===== src/rtl/stk_pkg.sv =====
package stk_pkg;

    typedef enum logic [1:0] {
        ST_IDLE  = 2'd0,
        ST_XFER  = 2'd1,
        ST_DRAIN = 2'd2,
        ST_DONE  = 2'd3
    } stk_state_e;

    typedef enum logic {
        DIR_PUSH = 1'b0,
        DIR_PULL = 1'b1
    } stk_dir_e;

    // Pull capture tag: a read issued last cycle returns data now
    typedef struct packed {
        logic       vld;
        logic [7:0] lane;
    } stk_cap_t;

    // Byte-count clamp: non-positive -> 1, above max -> max
    function automatic int stk_clamp_len(input int sz, input int max_n);
        if (sz <= 0)
            return 1;
        else if (sz > max_n)
            return max_n;
        else
            return sz;
    endfunction

endpackage


===== src/rtl/stk_len_clamp.sv =====
module stk_len_clamp
    import stk_pkg::*;
#(
    parameter int SIZE_W = 8,
    parameter int NBYTES = 8,
    parameter int CNT_W  = 4
) (
    input  logic [SIZE_W-1:0] size_i,
    output logic [CNT_W-1:0]  cnt_o
);

    int sz_ext;

    always_comb begin
        sz_ext = int'($signed(size_i));
        cnt_o  = CNT_W'(stk_clamp_len(sz_ext, NBYTES));
    end

endmodule


===== src/rtl/stk_ptr.sv =====
module stk_ptr #(
    parameter int SP_W   = 16,
    parameter int BANK_W = 8,
    parameter int ADDR_W = SP_W + BANK_W
) (
    input  logic              clk,
    input  logic              rst,
    input  logic              load_i,
    input  logic [SP_W-1:0]   sp_i,
    input  logic [BANK_W-1:0] bank_i,
    input  logic              dec_i,
    input  logic              inc_i,
    output logic [SP_W-1:0]   sp_o,
    output logic [ADDR_W-1:0] push_addr_o,
    output logic [ADDR_W-1:0] pull_addr_o
);

    logic [SP_W-1:0]   sp_q;
    logic [BANK_W-1:0] bank_q;
    logic [SP_W-1:0]   sp_up;
    logic [SP_W-1:0]   sp_dn;

    // Pointer arithmetic stays inside SP_W bits: wrap, never carry into bank
    assign sp_up = sp_q + SP_W'(1);
    assign sp_dn = sp_q - SP_W'(1);

    always_ff @(posedge clk) begin
        if (rst) begin
            sp_q   <= '0;
            bank_q <= '0;
        end else if (load_i) begin
            sp_q   <= sp_i;
            bank_q <= bank_i;
        end else if (dec_i) begin
            sp_q   <= sp_dn;
        end else if (inc_i) begin
            sp_q   <= sp_up;
        end
    end

    assign sp_o        = sp_q;
    assign push_addr_o = {bank_q, sp_q};
    assign pull_addr_o = {bank_q, sp_up};

endmodule


===== src/rtl/stk_lanes.sv =====
module stk_lanes
    import stk_pkg::*;
#(
    parameter int DATA_W = 64,
    parameter int NBYTES = DATA_W / 8,
    parameter int IDX_W  = $clog2(NBYTES)
) (
    input  logic              clk,
    input  logic              rst,
    input  logic              load_i,
    input  logic [DATA_W-1:0] data_i,
    input  logic [IDX_W-1:0]  sel_lane_i,
    input  stk_cap_t          cap_i,
    input  logic [7:0]        rdata_i,
    output logic [7:0]        wbyte_o,
    output logic [DATA_W-1:0] value_o
);

    logic [7:0] src_b [NBYTES];
    logic [7:0] val_b [NBYTES];

    for (genvar g = 0; g < NBYTES; g++) begin : g_lane
        // Source byte held for the whole push
        always_ff @(posedge clk) begin
            if (rst)
                src_b[g] <= '0;
            else if (load_i)
                src_b[g] <= data_i[8*g +: 8];
        end

        // Result byte: cleared on each new transfer, filled by its own read
        always_ff @(posedge clk) begin
            if (rst || load_i)
                val_b[g] <= '0;
            else if (cap_i.vld && (cap_i.lane == 8'(g)))
                val_b[g] <= rdata_i;
        end

        assign value_o[8*g +: 8] = val_b[g];
    end

    assign wbyte_o = src_b[sel_lane_i];

endmodule


===== src/rtl/stk_ctrl.sv =====
module stk_ctrl
    import stk_pkg::*;
#(
    parameter int CNT_W = 4,
    parameter int IDX_W = 3
) (
    input  logic             clk,
    input  logic             rst,
    input  logic             start_i,
    input  stk_dir_e         dir_i,
    input  logic [CNT_W-1:0] cnt_i,
    output logic             accept_o,
    output logic             busy_o,
    output stk_dir_e         dir_o,
    output logic             we_o,
    output logic             re_o,
    output logic [IDX_W-1:0] lane_o,
    output stk_cap_t         cap_o,
    output logic             done_o
);

    stk_state_e       state_q;
    stk_dir_e         dir_q;
    logic [CNT_W-1:0] remain_q;
    logic [IDX_W-1:0] lane_q;
    stk_cap_t         cap_q;
    logic             xfer;
    logic             last;

    assign accept_o = (state_q == ST_IDLE) && start_i;
    assign xfer     = (state_q == ST_XFER);
    assign last     = (remain_q == CNT_W'(1));

    always_ff @(posedge clk) begin
        if (rst) begin
            state_q  <= ST_IDLE;
            dir_q    <= DIR_PUSH;
            remain_q <= '0;
            lane_q   <= '0;
            cap_q    <= '0;
        end else begin
            cap_q.vld  <= xfer && (dir_q == DIR_PULL);
            cap_q.lane <= 8'(lane_q);
            case (state_q)
                ST_IDLE: begin
                    if (start_i) begin
                        dir_q    <= dir_i;
                        remain_q <= cnt_i;
                        lane_q   <= (dir_i == DIR_PUSH) ? IDX_W'(cnt_i - CNT_W'(1)) : '0;
                        state_q  <= ST_XFER;
                    end
                end
                ST_XFER: begin
                    remain_q <= remain_q - CNT_W'(1);
                    lane_q   <= (dir_q == DIR_PUSH) ? lane_q - IDX_W'(1) : lane_q + IDX_W'(1);
                    if (last)
                        state_q <= (dir_q == DIR_PUSH) ? ST_DONE : ST_DRAIN;
                end
                ST_DRAIN: state_q <= ST_DONE;
                default:  state_q <= ST_IDLE;
            endcase
        end
    end

    assign busy_o = (state_q != ST_IDLE);
    assign dir_o  = dir_q;
    assign we_o   = xfer && (dir_q == DIR_PUSH);
    assign re_o   = xfer && (dir_q == DIR_PULL);
    assign lane_o = lane_q;
    assign cap_o  = cap_q;
    assign done_o = (state_q == ST_DONE);

endmodule


===== src/rtl/stk_engine.sv =====
module stk_engine
    import stk_pkg::*;
#(
    parameter int DATA_W = 64,
    parameter int SP_W   = 16,
    parameter int BANK_W = 8,
    parameter int SIZE_W = 8
) (
    input  logic                     clk,
    input  logic                     rst,
    input  logic                     start,
    input  logic                     dir,
    input  logic [SIZE_W-1:0]        size,
    input  logic [DATA_W-1:0]        src_data,
    input  logic [BANK_W-1:0]        bank,
    input  logic [SP_W-1:0]          sp_in,
    output logic                     mem_we,
    output logic                     mem_re,
    output logic [SP_W+BANK_W-1:0]   mem_addr,
    output logic [7:0]               mem_wdata,
    input  logic [7:0]               mem_rdata,
    output logic [SP_W-1:0]          sp_out,
    output logic [DATA_W-1:0]        pull_data,
    output logic                     done
);

    localparam int NBYTES = DATA_W / 8;
    localparam int CNT_W  = $clog2(NBYTES + 1);
    localparam int IDX_W  = $clog2(NBYTES);
    localparam int ADDR_W = SP_W + BANK_W;

    logic [CNT_W-1:0]  cnt;
    logic              accept;
    logic              busy;
    stk_dir_e          dir_q;
    logic              we;
    logic              re;
    logic [IDX_W-1:0]  lane;
    stk_cap_t          cap;
    logic [ADDR_W-1:0] push_addr;
    logic [ADDR_W-1:0] pull_addr;

    stk_len_clamp #(
        .SIZE_W (SIZE_W),
        .NBYTES (NBYTES),
        .CNT_W  (CNT_W)
    ) u_len (
        .size_i (size),
        .cnt_o  (cnt)
    );

    stk_ctrl #(
        .CNT_W (CNT_W),
        .IDX_W (IDX_W)
    ) u_ctrl (
        .clk      (clk),
        .rst      (rst),
        .start_i  (start),
        .dir_i    (stk_dir_e'(dir)),
        .cnt_i    (cnt),
        .accept_o (accept),
        .busy_o   (busy),
        .dir_o    (dir_q),
        .we_o     (we),
        .re_o     (re),
        .lane_o   (lane),
        .cap_o    (cap),
        .done_o   (done)
    );

    stk_ptr #(
        .SP_W   (SP_W),
        .BANK_W (BANK_W),
        .ADDR_W (ADDR_W)
    ) u_ptr (
        .clk         (clk),
        .rst         (rst),
        .load_i      (accept),
        .sp_i        (sp_in),
        .bank_i      (bank),
        .dec_i       (we),
        .inc_i       (re),
        .sp_o        (sp_out),
        .push_addr_o (push_addr),
        .pull_addr_o (pull_addr)
    );

    stk_lanes #(
        .DATA_W (DATA_W),
        .NBYTES (NBYTES),
        .IDX_W  (IDX_W)
    ) u_lanes (
        .clk        (clk),
        .rst        (rst),
        .load_i     (accept),
        .data_i     (src_data),
        .sel_lane_i (lane),
        .cap_i      (cap),
        .rdata_i    (mem_rdata),
        .wbyte_o    (mem_wdata),
        .value_o    (pull_data)
    );

    assign mem_we   = we;
    assign mem_re   = re;
    assign mem_addr = re ? pull_addr : push_addr;

endmodule


===== config.mk =====
export PLATFORM = sky130hd
export DESIGN_NAME = stk_engine
export DESIGN_NICKNAME = d
export VERILOG_FILES = /design/src/rtl/stk_pkg.sv /design/src/rtl/stk_len_clamp.sv /design/src/rtl/stk_ptr.sv /design/src/rtl/stk_lanes.sv /design/src/rtl/stk_ctrl.sv /design/src/rtl/stk_engine.sv
export SDC_FILE = /design/constraint.sdc
export NUM_CORES = 1
export LEC_CHECK = 0
export CELL_PAD_IN_SITES_DETAIL_PLACEMENT = 1
export CELL_PAD_IN_SITES_GLOBAL_PLACEMENT = 1
export CORE_AREA = 10 10 198 125
export DETAILED_ROUTE_END_ITERATION = 8
export DIE_AREA = 0 0 208 135
export PLACE_DENSITY = 0.92
export SYNTH_ARGS = -nofsm -noshare
export SYNTH_HDL_FRONTEND = slang
export SYNTH_SLANG_ARGS = --single-unit

===== constraint.sdc =====
create_clock -name clk -period 3.55 [get_ports clk]
set_clock_uncertainty 0.2 [all_clocks]
set_input_delay 0.71 -clock clk [delete_from_list [all_inputs] [get_ports clk]]
set_output_delay 0.71 -clock clk [all_outputs]
set_load 0.01 [all_outputs]

# Word level (Yosys, flattened, before mapping)
# Memory sizes are Yosys's and may differ from the RTL's. A register that Yosys moved wholly into a read port is not among the register bits.
# Index checks and enable logic that the tools add are counted.
# op_classes
addsub	6
order_cmp	2
eq_ne	13
mux	65
n_bitwise	17
reduce_logical	19
# op_table
cell	count
2-to-1 mux 8 bit	16
2-to-1 mux 16 bit	4
== test 8 x 3 -> 1 bit (second input constant)	4
2-to-1 mux 1 bit	32
adder 16 x 1 -> 16 bit (second input constant)	1
== test 8 x 2 -> 1 bit (second input constant)	2
bitwise OR 1 bit	16
subtractor 16 x 1 -> 16 bit (second input constant)	1
2-to-1 mux 3 bit	5
2-to-1 mux 4 bit	3
logical AND 1 bit	11
== test 8 x 1 -> 1 bit (second input constant)	1
> comparator 8 x 5 -> 1 bit (second input constant)	1
<= comparator 8 x 1 -> 1 bit (second input constant)	1
logical NOT 8 bit	1
case mux 4 bit (2 select lines)	1
case mux 2 bit (3 select lines)	1
case mux 3 bit (2 select lines)	1
AND reduction 2 bit	3
subtractor 3 x 1 -> 3 bit (second input constant)	2
== test 2 bit (second input constant)	2
== test 4 x 1 -> 1 bit (second input constant)	1
2-to-1 mux 2 bit	2
!= test 2 bit (second input constant)	2
other kinds (8)	8
# totals
regBits	43
mem_bits_rw	128
in_bits	108
out_inout_bits	115
word_cells	133
memories	2
# mem_list
memory	depth	word_bits	read_ports	rd_clocked_by_memory_dff	write_ports	line_no	text
u_lanes.src_b	8	8	1	1	8	stk_lanes.sv:19	logic [7:0] src_b [NBYTES];
u_lanes.val_b	8	8	8	0	8	stk_lanes.sv:20	logic [7:0] val_b [NBYTES];

# Longest topological paths before layout
# Gate-level depths: netlist (run 1).
# depth
ltp_word	9
depth_mapped	9

# Cells and area by module
# A second synthesis (run 1) with hierarchy kept.
# hier_totals
cells_unflattened	738
hier_area_um2	8897.3
# modules_own_cells
module	instances	cells_each	area_each_um2	seq_area_each_um2
stk_lanes	1	344	5581.6	3843.7
stk_ptr	1	261	1966.9	480.5
stk_ctrl	1	99	900.9	280.3
stk_engine	1	27	396.6	0.0
stk_len_clamp	1	7	51.3	0.0

# Worst setup path after synthesis (run 1)
# No wires, ideal clock.
# synth_timing
kind	input-to-reg
startpoint	input port rst
endpoint	memory u_lanes.src_b[0][0], enable pin
setup_ns	0.422
t_arrival_ns	2.343
t_required_ns	2.928
slack_ns	0.585
cell_stages	3
path_cell_list	clkbuf_1 > nor2_2 > inv_1
# synth_lines
item	line_no	text
start, declared	stk_engine.sv:10	input logic rst,
end, declared	stk_lanes.sv:19	

# Worst setup path in the final report (run 1)
# layout_timing
startpoint	register u_ptr.sp_q[1] (netlist: u_ptr.sp_o[1])
endpoint	output port mem_addr[12]
# layout_between
elab_chain_cells	2
# layout_rtl
item	line_no	text
start, declared	stk_ptr.sv:18	logic [SP_W-1:0] sp_q;
start signal, assigned	stk_ptr.sv:32	sp_q <= sp_i;
start signal, assigned	stk_ptr.sv:35	sp_q <= sp_dn;
start signal, assigned	stk_ptr.sv:37	sp_q <= sp_up;
adder 16 x 1 -> 16 bit	stk_ptr.sv:24	assign sp_up = sp_q + SP_W'(1);
2-to-1 mux 16 bit	stk_engine.sv:106	assign mem_addr = re ? pull_addr : push_addr;
end, declared	stk_engine.sv:19	output logic [SP_W+BANK_W-1:0] mem_addr,
# No other way between the ends.

==> metrics, run 1 <==
Max VDD drop=367.3 uV; Crit Reg-Reg Startpoint=u_ctrl.state_q[0]; Post-synth top flop=edfxtp_1; Fmax=between 0.2 and 0.3 GHz; layout cells sized above 1=0.1065; CTS root buf=clkbuf_16; IO Pins=223; routed length per instance=~22 um; Rows=just over 40; Area contributors post-synth=edfxtp_1 49%, dfxtp_1 10%, and2_1 10%, mux4_2 4.6%, nand2_1 2.1%; minimum clock period=between 3 and 4 ns; All-Layer GR Usage=0.1788; Comb pwr share=0.353; cell area after layout=0.01110 sq mm; Cell Count Post-Placement=1131; clock buffer depth=2; async set-reset flop share out of synthesis=0; final period utilization=0.9663; hold path cells=2; Reg area=0.004672 sq mm; CTS tree=built; Ys Warns=0; Yosys cell types=52; Flop pwr share=0.387; area of the multi-input gates=0.003029 sq mm; antenna violations before repair=1; number of buffers created by CTS=17; Clock transition at path regs=about 0.06 ns; unrepaired setup endpoints after global routing=true; final slew viol count=0; Reg2Reg Setup Slack=between 0.8 and 0.9 ns; clock network power share=0.260; commonest cells after routing, fill and taps aside=218 x clkdlybuf4s50_1, 129 x and2_1, 128 x edfxtp_1, 44 x nand2_1, 37 x dfxtp_1; Starting Density=0.3775; final cell count without fillers=1163; final net count=roughly 1000; Die X=approximately 210 um; Pleak=between 0.004 and 0.005 uW; Cells after Synth=650; Die ar.=between 0.02 and 0.03 sq mm; Hold Startpoint=u_ptr.bank_q[1]; Slew @ Worst Pin=1.264 ns; post-synthesis sequential area ratio=0.5904; First DRT Iteration DRCs=449; Worst Setup End Kind=output pin; worst-skew pair later-pin latency=roughly 0.43 ns; first-pass GRT wire length=between 30 and 40 mm; most common cell after layout, fill and taps aside=clkdlybuf4s50_1; CP max stage delay=approximately 0.59 ns; Final Hold Violating Endpoints=0; Synth-to-Final Area Change=40.50%; DRC errors left=0; largest net degree at the start of global routing=60; global route total overflow=0; total design power=7702 uW; final setup violation count=0; mapped cell area=0.007900 sq mm; First-pass DRT Iterations=5; chip height=roughly 140 um; CP Depth=7; Worst Hold Class=reg2reg; Net Sw Power=2526 uW; crit path cell chain=ha_4 -> and3_1 -> nand3_2 -> nor2_2 -> nand2_1 -> xnor2_1 -> clkdlybuf4s50_1; crit path buf inv count=1; total number of vias=between 5000 and 6000; hold endpoint=u_ptr.bank_q[1]; crit start category=flop; power density cells=693.9 mW/mm^2; CP Class=reg2out; CP Data Required Time=~2.6 ns; Port-buffer cells=between 200 and 250; Via density=roughly 5; Worst R2R Path Depth=7; Post-synth EDFFs=128; Syn Nets=about 770; P_int=around 5200 uW; Clock Sinks=approximately 170; max_slew headroom=0.1484; syn_area_per_cell=between 10 and 15 sq um; Hold Buf Count CTS=0; largest area contributor in the netlist=edfxtp_1; CP max FO=10; DP Area=around 0.010 sq mm; Post-CTS Setup Bufs=0; Fin Hold WS=between 0.2 and 0.3 ns; CP arrival=2.52 ns; sw frac=0.3279; Slowest cell on crit path=clkdlybuf4s50_1; total wire length=about 25 mm; total of max-cap violations=0; final core occ=0.5303; vias in the first global route=approximately 6300; H-tree levels=4; status=completed; Post-DP HPWL=18.97 mm; Fillers=about 2200; core area=around 0.021 sq mm; worst r2r dst=u_lanes.val_b[0][13]; FF+latch count, synth=between 150 and 200; ANT nets after route=0; Synth top area share=0.4865; CP delay by family, top=simple AND/OR/NAND/NOR gates; RD Place Congestion=roughly 0.9
## Yosys cell counts (all sizes together), types with 2 or more instances
library cell  count
and4              3
o31ai             3
nor3b             2
ha                9
clkbuf           20
nand2            44
nor2b             5
and2            129
nand4            10
a21oi            21
a31oi             2
nand3b            2
or3               4
a211oi           11
mux2             10
mux4             16
xor2             16
nor2             39
or4               3
or4b              2
and3              3
nand3            10
buf              18
nand2b            3
inv              10
nor4             10
nor3             17
o21ai            26
dfxtp            41
xnor2            18
mux2i             5
edfxtp          128
## worst max-delay path by stage
stage,start,end,slack (ns)
floorplan,rst,u_lanes.src_b[0][0],0.58
global placement,u_ptr.sp_o[6],mem_addr[15],0.49
detailed placement,u_ptr.sp_o[0],mem_addr[14],0.34
CTS,u_ptr.sp_o[0],mem_addr[12],0.01
global route,u_ctrl.state_q[1],mem_addr[12],-0.008
finish,u_ptr.sp_o[1],mem_addr[12],0.12
## sequential cells by signal (all words and copies together), names as in the netlist, 2 cells and up, named ones only
register         flops
u_ctrl.remain_q      4
u_lanes.val_b       64
u_ptr.bank_q         8
u_lanes.src_b       64
u_ctrl.state_q       2
u_ctrl.lane_o        3
u_ctrl.cap_o         4
u_ptr.sp_o          16
## kinds of logic after synthesis
group                      count (synthesis)  share of synthesized area
AOI/OAI and AO/OA                         70                    0.05211
buffers and inverters                     49                    0.03104
muxes                                     31                    0.06620
xor gates and xnor gates                  34                    0.03769
DFF                                      169                     0.5904
adders and majority gates                 10                    0.01679
and+or+nand+nor                          287                     0.2057
## worst reg2reg max path: stages (launching register included)
cell and delay [ns]:
dfxtp_1 0.38, inv_1 0.08, ha_1 0.26, and2_1 0.22, nor2_2 0.33, nand3_1 0.23
nor3_1 0.60, and2_1 0.23
## repair_timing
action | CTS | global route
gates resized for setup | 7 | 9
cloned | 0 | 0
setup endpoints to repair | 6 | 6
## power groups by stage
stage / combinational [uW] / clock, uW / sequential, uW
2_1_floorplan: 1470 / 0 / 2960
3_3_place_gp: 2640 / 0 / 2970
3_5_place_dp: 2710 / 0 / 3010
4_1_cts: 2740 / 2040 / 2980
5_1_grt: 2950 / 2130 / 3040
6_report: 2720 / 2000 / 2980
## area by class of cell
cell class,instances,area share
Tap cell,279,0.03145
Clock buffer,19,0.03900
Inverter,11,0.003720
Antenna cell,1,0.0002255
Clock inverter,12,0.01691
Sequential cell,169,0.4209
Multi-Input combinational cell,432,0.2729
Timing Repair Buffer,240,0.2149
## layer usage
layer  wire (um)  track usage  vias to the layer above  part of all wire
met3        1831      0.05873                       29             0.072
met5           0            0                        -                 0
li1            -            -                     2761                 -
met2       12050       0.2862                      224              0.47
met1       11260       0.2280                     2920              0.44
met4         238      0.04810                        0            0.0094
## through the flow
| step | worst slack (ns) | setup TNS (ns) |
|---|---|---|
| after global placement | 0.4862 | 0 |
| final | 0.1195 | 0 |
| after CTS | 0.01163 | 0 |
| after global routing | -0.008222 | -0.008222 |
| after floorplan | 0.5849 | 0 |
| after detailed placement | 0.3422 | 0 |
(Power assumes the default switching activity.)
==> inputs of run 2 (changes only) <==
--- a/config.mk
+++ b/config.mk
@@ -5,6 +5,7 @@
 export SDC_FILE = /design/constraint.sdc
 export NUM_CORES = 1
 export LEC_CHECK = 0
+export CAP_MARGIN = 30
 export CELL_PAD_IN_SITES_DETAIL_PLACEMENT = 1
 export CELL_PAD_IN_SITES_GLOBAL_PLACEMENT = 1
 export CORE_AREA = 10 10 198 125
==> run 2 against run 1 <==
Design area decreased by 0.21%. Combinational power about the same. Critical path type unchanged. Clock-buffer cell count decreased by 2. Sequential cell count unchanged. Fmax increased by 0.72%. Register-to-register slack about the same.
==> metrics, run 2 (same netlist as run 1, synthesis figures left out) <==
ANT nets after route=0 (unchanged); Max VDD drop=370.8 uV (was 367.3 uV); DP Area=0.01048 sq mm (was 0.01044 sq mm); Hold Startpoint=u_ptr.bank_q[1] (unchanged); vias in the first global route=6380 (was 6335); CP max FO=8 (was 10); Reg2Reg Setup Slack=0.87 ns (was 0.88 ns); crit path buf inv count=2 (was 1); CP arrival=2.50 ns (was 2.52 ns); crit start category=flop (unchanged); Die ar.=0.02808 sq mm (unchanged); routed length per instance=21.52 um (was 21.82 um); first-pass GRT wire length=38.83 mm (was 39.16 mm); final period utilization=0.9595 (was 0.9663); Starting Density=0.3775 (unchanged); Synth-to-Final Area Change=40.20% (was 40.50%); most common cell after layout, fill and taps aside=clkdlybuf4s50_1 (unchanged); total of max-cap violations=0 (unchanged); worst r2r dst=u_lanes.val_b[0][13] (unchanged); n_diodes=0 (was 1); worst-skew pair later-pin latency=0.43 ns (about the same); unrepaired setup endpoints after global routing=false (was true); Crit Reg-Reg Startpoint=u_ctrl.state_q[0] (unchanged); CP max stage delay=0.61 ns (was 0.59 ns); First-pass DRT Iterations=5 (unchanged); core area=0.02093 sq mm (unchanged); cell area after layout=0.01108 sq mm (was 0.01110 sq mm); global route total overflow=0 (unchanged); antenna violations before repair=0 (was 1); Post-CTS Setup Bufs=0 (unchanged); Fmax=0.2936 GHz (was 0.2915 GHz); status=completed (unchanged); Worst R2R Path Depth=7 (unchanged); Hold Buf Count CTS=0 (unchanged); Post-DP HPWL=19.20 mm (was 18.97 mm); final cell count without fillers=1170 (was 1163); Via density=5.061 (was 5.102); H-tree levels=4 (unchanged); hold endpoint=u_ptr.bank_q[1] (unchanged); power density cells=674.3 mW/mm^2 (was 693.9 mW/mm^2); total design power=7469 uW (was 7702 uW); CTS tree=built (unchanged); final setup violation count=0 (unchanged); Slew @ Worst Pin=0.7463 ns (was 1.264 ns); crit path cell chain=buf_4 -> nand3_1 -> nor3_1 -> xor2_1 -> clkdlybuf4s50_1 (was ha_4 -> and3_1 -> nand3_2 -> nor2_2 -> nand2_1 -> xnor2_1 -> clkdlybuf4s50_1); CP Class=reg2out (unchanged); final slew viol count=0 (unchanged); Post-CTS Resized=7 (unchanged); CTS root buf=clkbuf_16 (unchanged); Clock Sinks=169 (unchanged); Sum Neg Setup Slack=0 ns (unchanged); RD Place Congestion=0.8966 (unchanged); Pleak=0.004101 uW (was 0.004087 uW); final net count=997 (was 989); CP delay by family, top=buffers and inverters (was simple AND/OR/NAND/NOR gates); Worst Setup End Kind=output pin (unchanged); worst slack, placed=0.3614 ns (was 0.3422 ns); total number of vias=5921 (was 5934); total wire length=25.18 mm (was 25.37 mm); hold path cells=2 (unchanged); minimum clock period=3.406 ns (was 3.430 ns); DRC errors left=0 (unchanged); number of buffers created by CTS=17 (unchanged); Die X=208 um (unchanged); Slowest cell on crit path=clkdlybuf4s50_1 (unchanged); commonest cells after routing, fill and taps aside=217 x clkdlybuf4s50_1, 129 x and2_1, 128 x edfxtp_1, 44 x nand2_1 (was 218 x clkdlybuf4s50_1, 129 x and2_1, 128 x edfxtp_1, 44 x nand2_1, 37 x dfxtp_1); Rows=41 (unchanged); Fillers=2193 (was 2181); First DRT Iteration DRCs=484 (was 449); All-Layer GR Usage=0.1772 (was 0.1788); chip height=135 um (unchanged); CP Data Required Time=2.64 ns (about the same); clock buffer depth=2 (unchanged); Port-buffer cells=222 (unchanged); Final Hold Violating Endpoints=0 (unchanged); Final WS setup=0.1439 ns (was 0.1195 ns); layout cells sized above 1=0.1190 (was 0.1065); largest net degree at the start of global routing=60 (unchanged); Clock transition at path regs=0.07 ns (was 0.06 ns); Cell Count Post-Placement=1139 (was 1131); Worst Hold Class=reg2reg (unchanged); max_slew headroom=0.4986 (was 0.1484); IO Pins=223 (unchanged)
## run 2: changes by cell type in the layout (fill, tap and decap cells not counted), moves of 2 or more
cell	delta
nand3_1	-2
dlymetal6s2s_1	+2
clkinvlp_4	+3
clkbuf_1	-2
bufinv_16	-3
buf_2	+8
dfxtp_2	+2
clkinv_2	+2
## run 2: layout make-up
class / instances / area [sq um] / share of cell area
sequential: 169 / 4671 / 0.4217
inverter: 11 / 41.29 / 0.003728
tap: 279 / 349.1 / 0.03152
clock buffer: 17 / 425.4 / 0.03841
clock inverter: 14 / 122.6 / 0.01107
multi-input combinational: 432 / 3035 / 0.2741
timing repair buffer: 248 / 2431 / 0.2195
## run 2: worst max-delay path by stage
stage,from,to,slack [ns],depth (start not counted)
floorplan,rst,u_lanes.src_b[0][0],0.58,3
global placement,u_ptr.sp_o[6],mem_addr[15],0.49,5
detailed placement,u_ptr.sp_o[0],mem_addr[14],0.36,6
CTS,u_ptr.sp_o[0],mem_addr[12],0.01,7
global route,u_ctrl.state_q[1],mem_addr[5],0.02,8
finish,u_ptr.sp_o[3],mem_addr[6],0.14,5
## run 2: worst reg2reg max path, cell delays in order (launching register included)
cell and delay (ns):
dfxtp_1 0.38, inv_1 0.08, ha_1 0.27, and2_1 0.22
nor2_2 0.33, nand3_1 0.21, nor3_1 0.61, and2_1 0.24
## run 2: stage by stage
step           hold slack, ns    util
6_report               0.2560  0.5292
5_1_grt                0.2704  0.5292
4_1_cts                0.2607  0.5273
3_5_place_dp           0.2499  0.5005
3_3_place_gp           0.2413  0.4986
2_1_floorplan          0.2735       -
## run 2: metal layers
layer | vias to the layer above | global-route usage | routed length (um)
li1 | 2772 | - | -
met1 | 2912 | 0.2267 | 11290
met2 | 217 | 0.2857 | 11850
met3 | 20 | 0.05527 | 1777
met4 | 0 | 0.04569 | 265
met5 | - | 0 | 0
## run 2: power by group
part	total, uW	leakage (uW)	internal [uW]	switching, uW
sequential	2970	0.00172	2650	321
clock	1780	0.000260	965	814
combinational	2720	0.00212	1350	1370
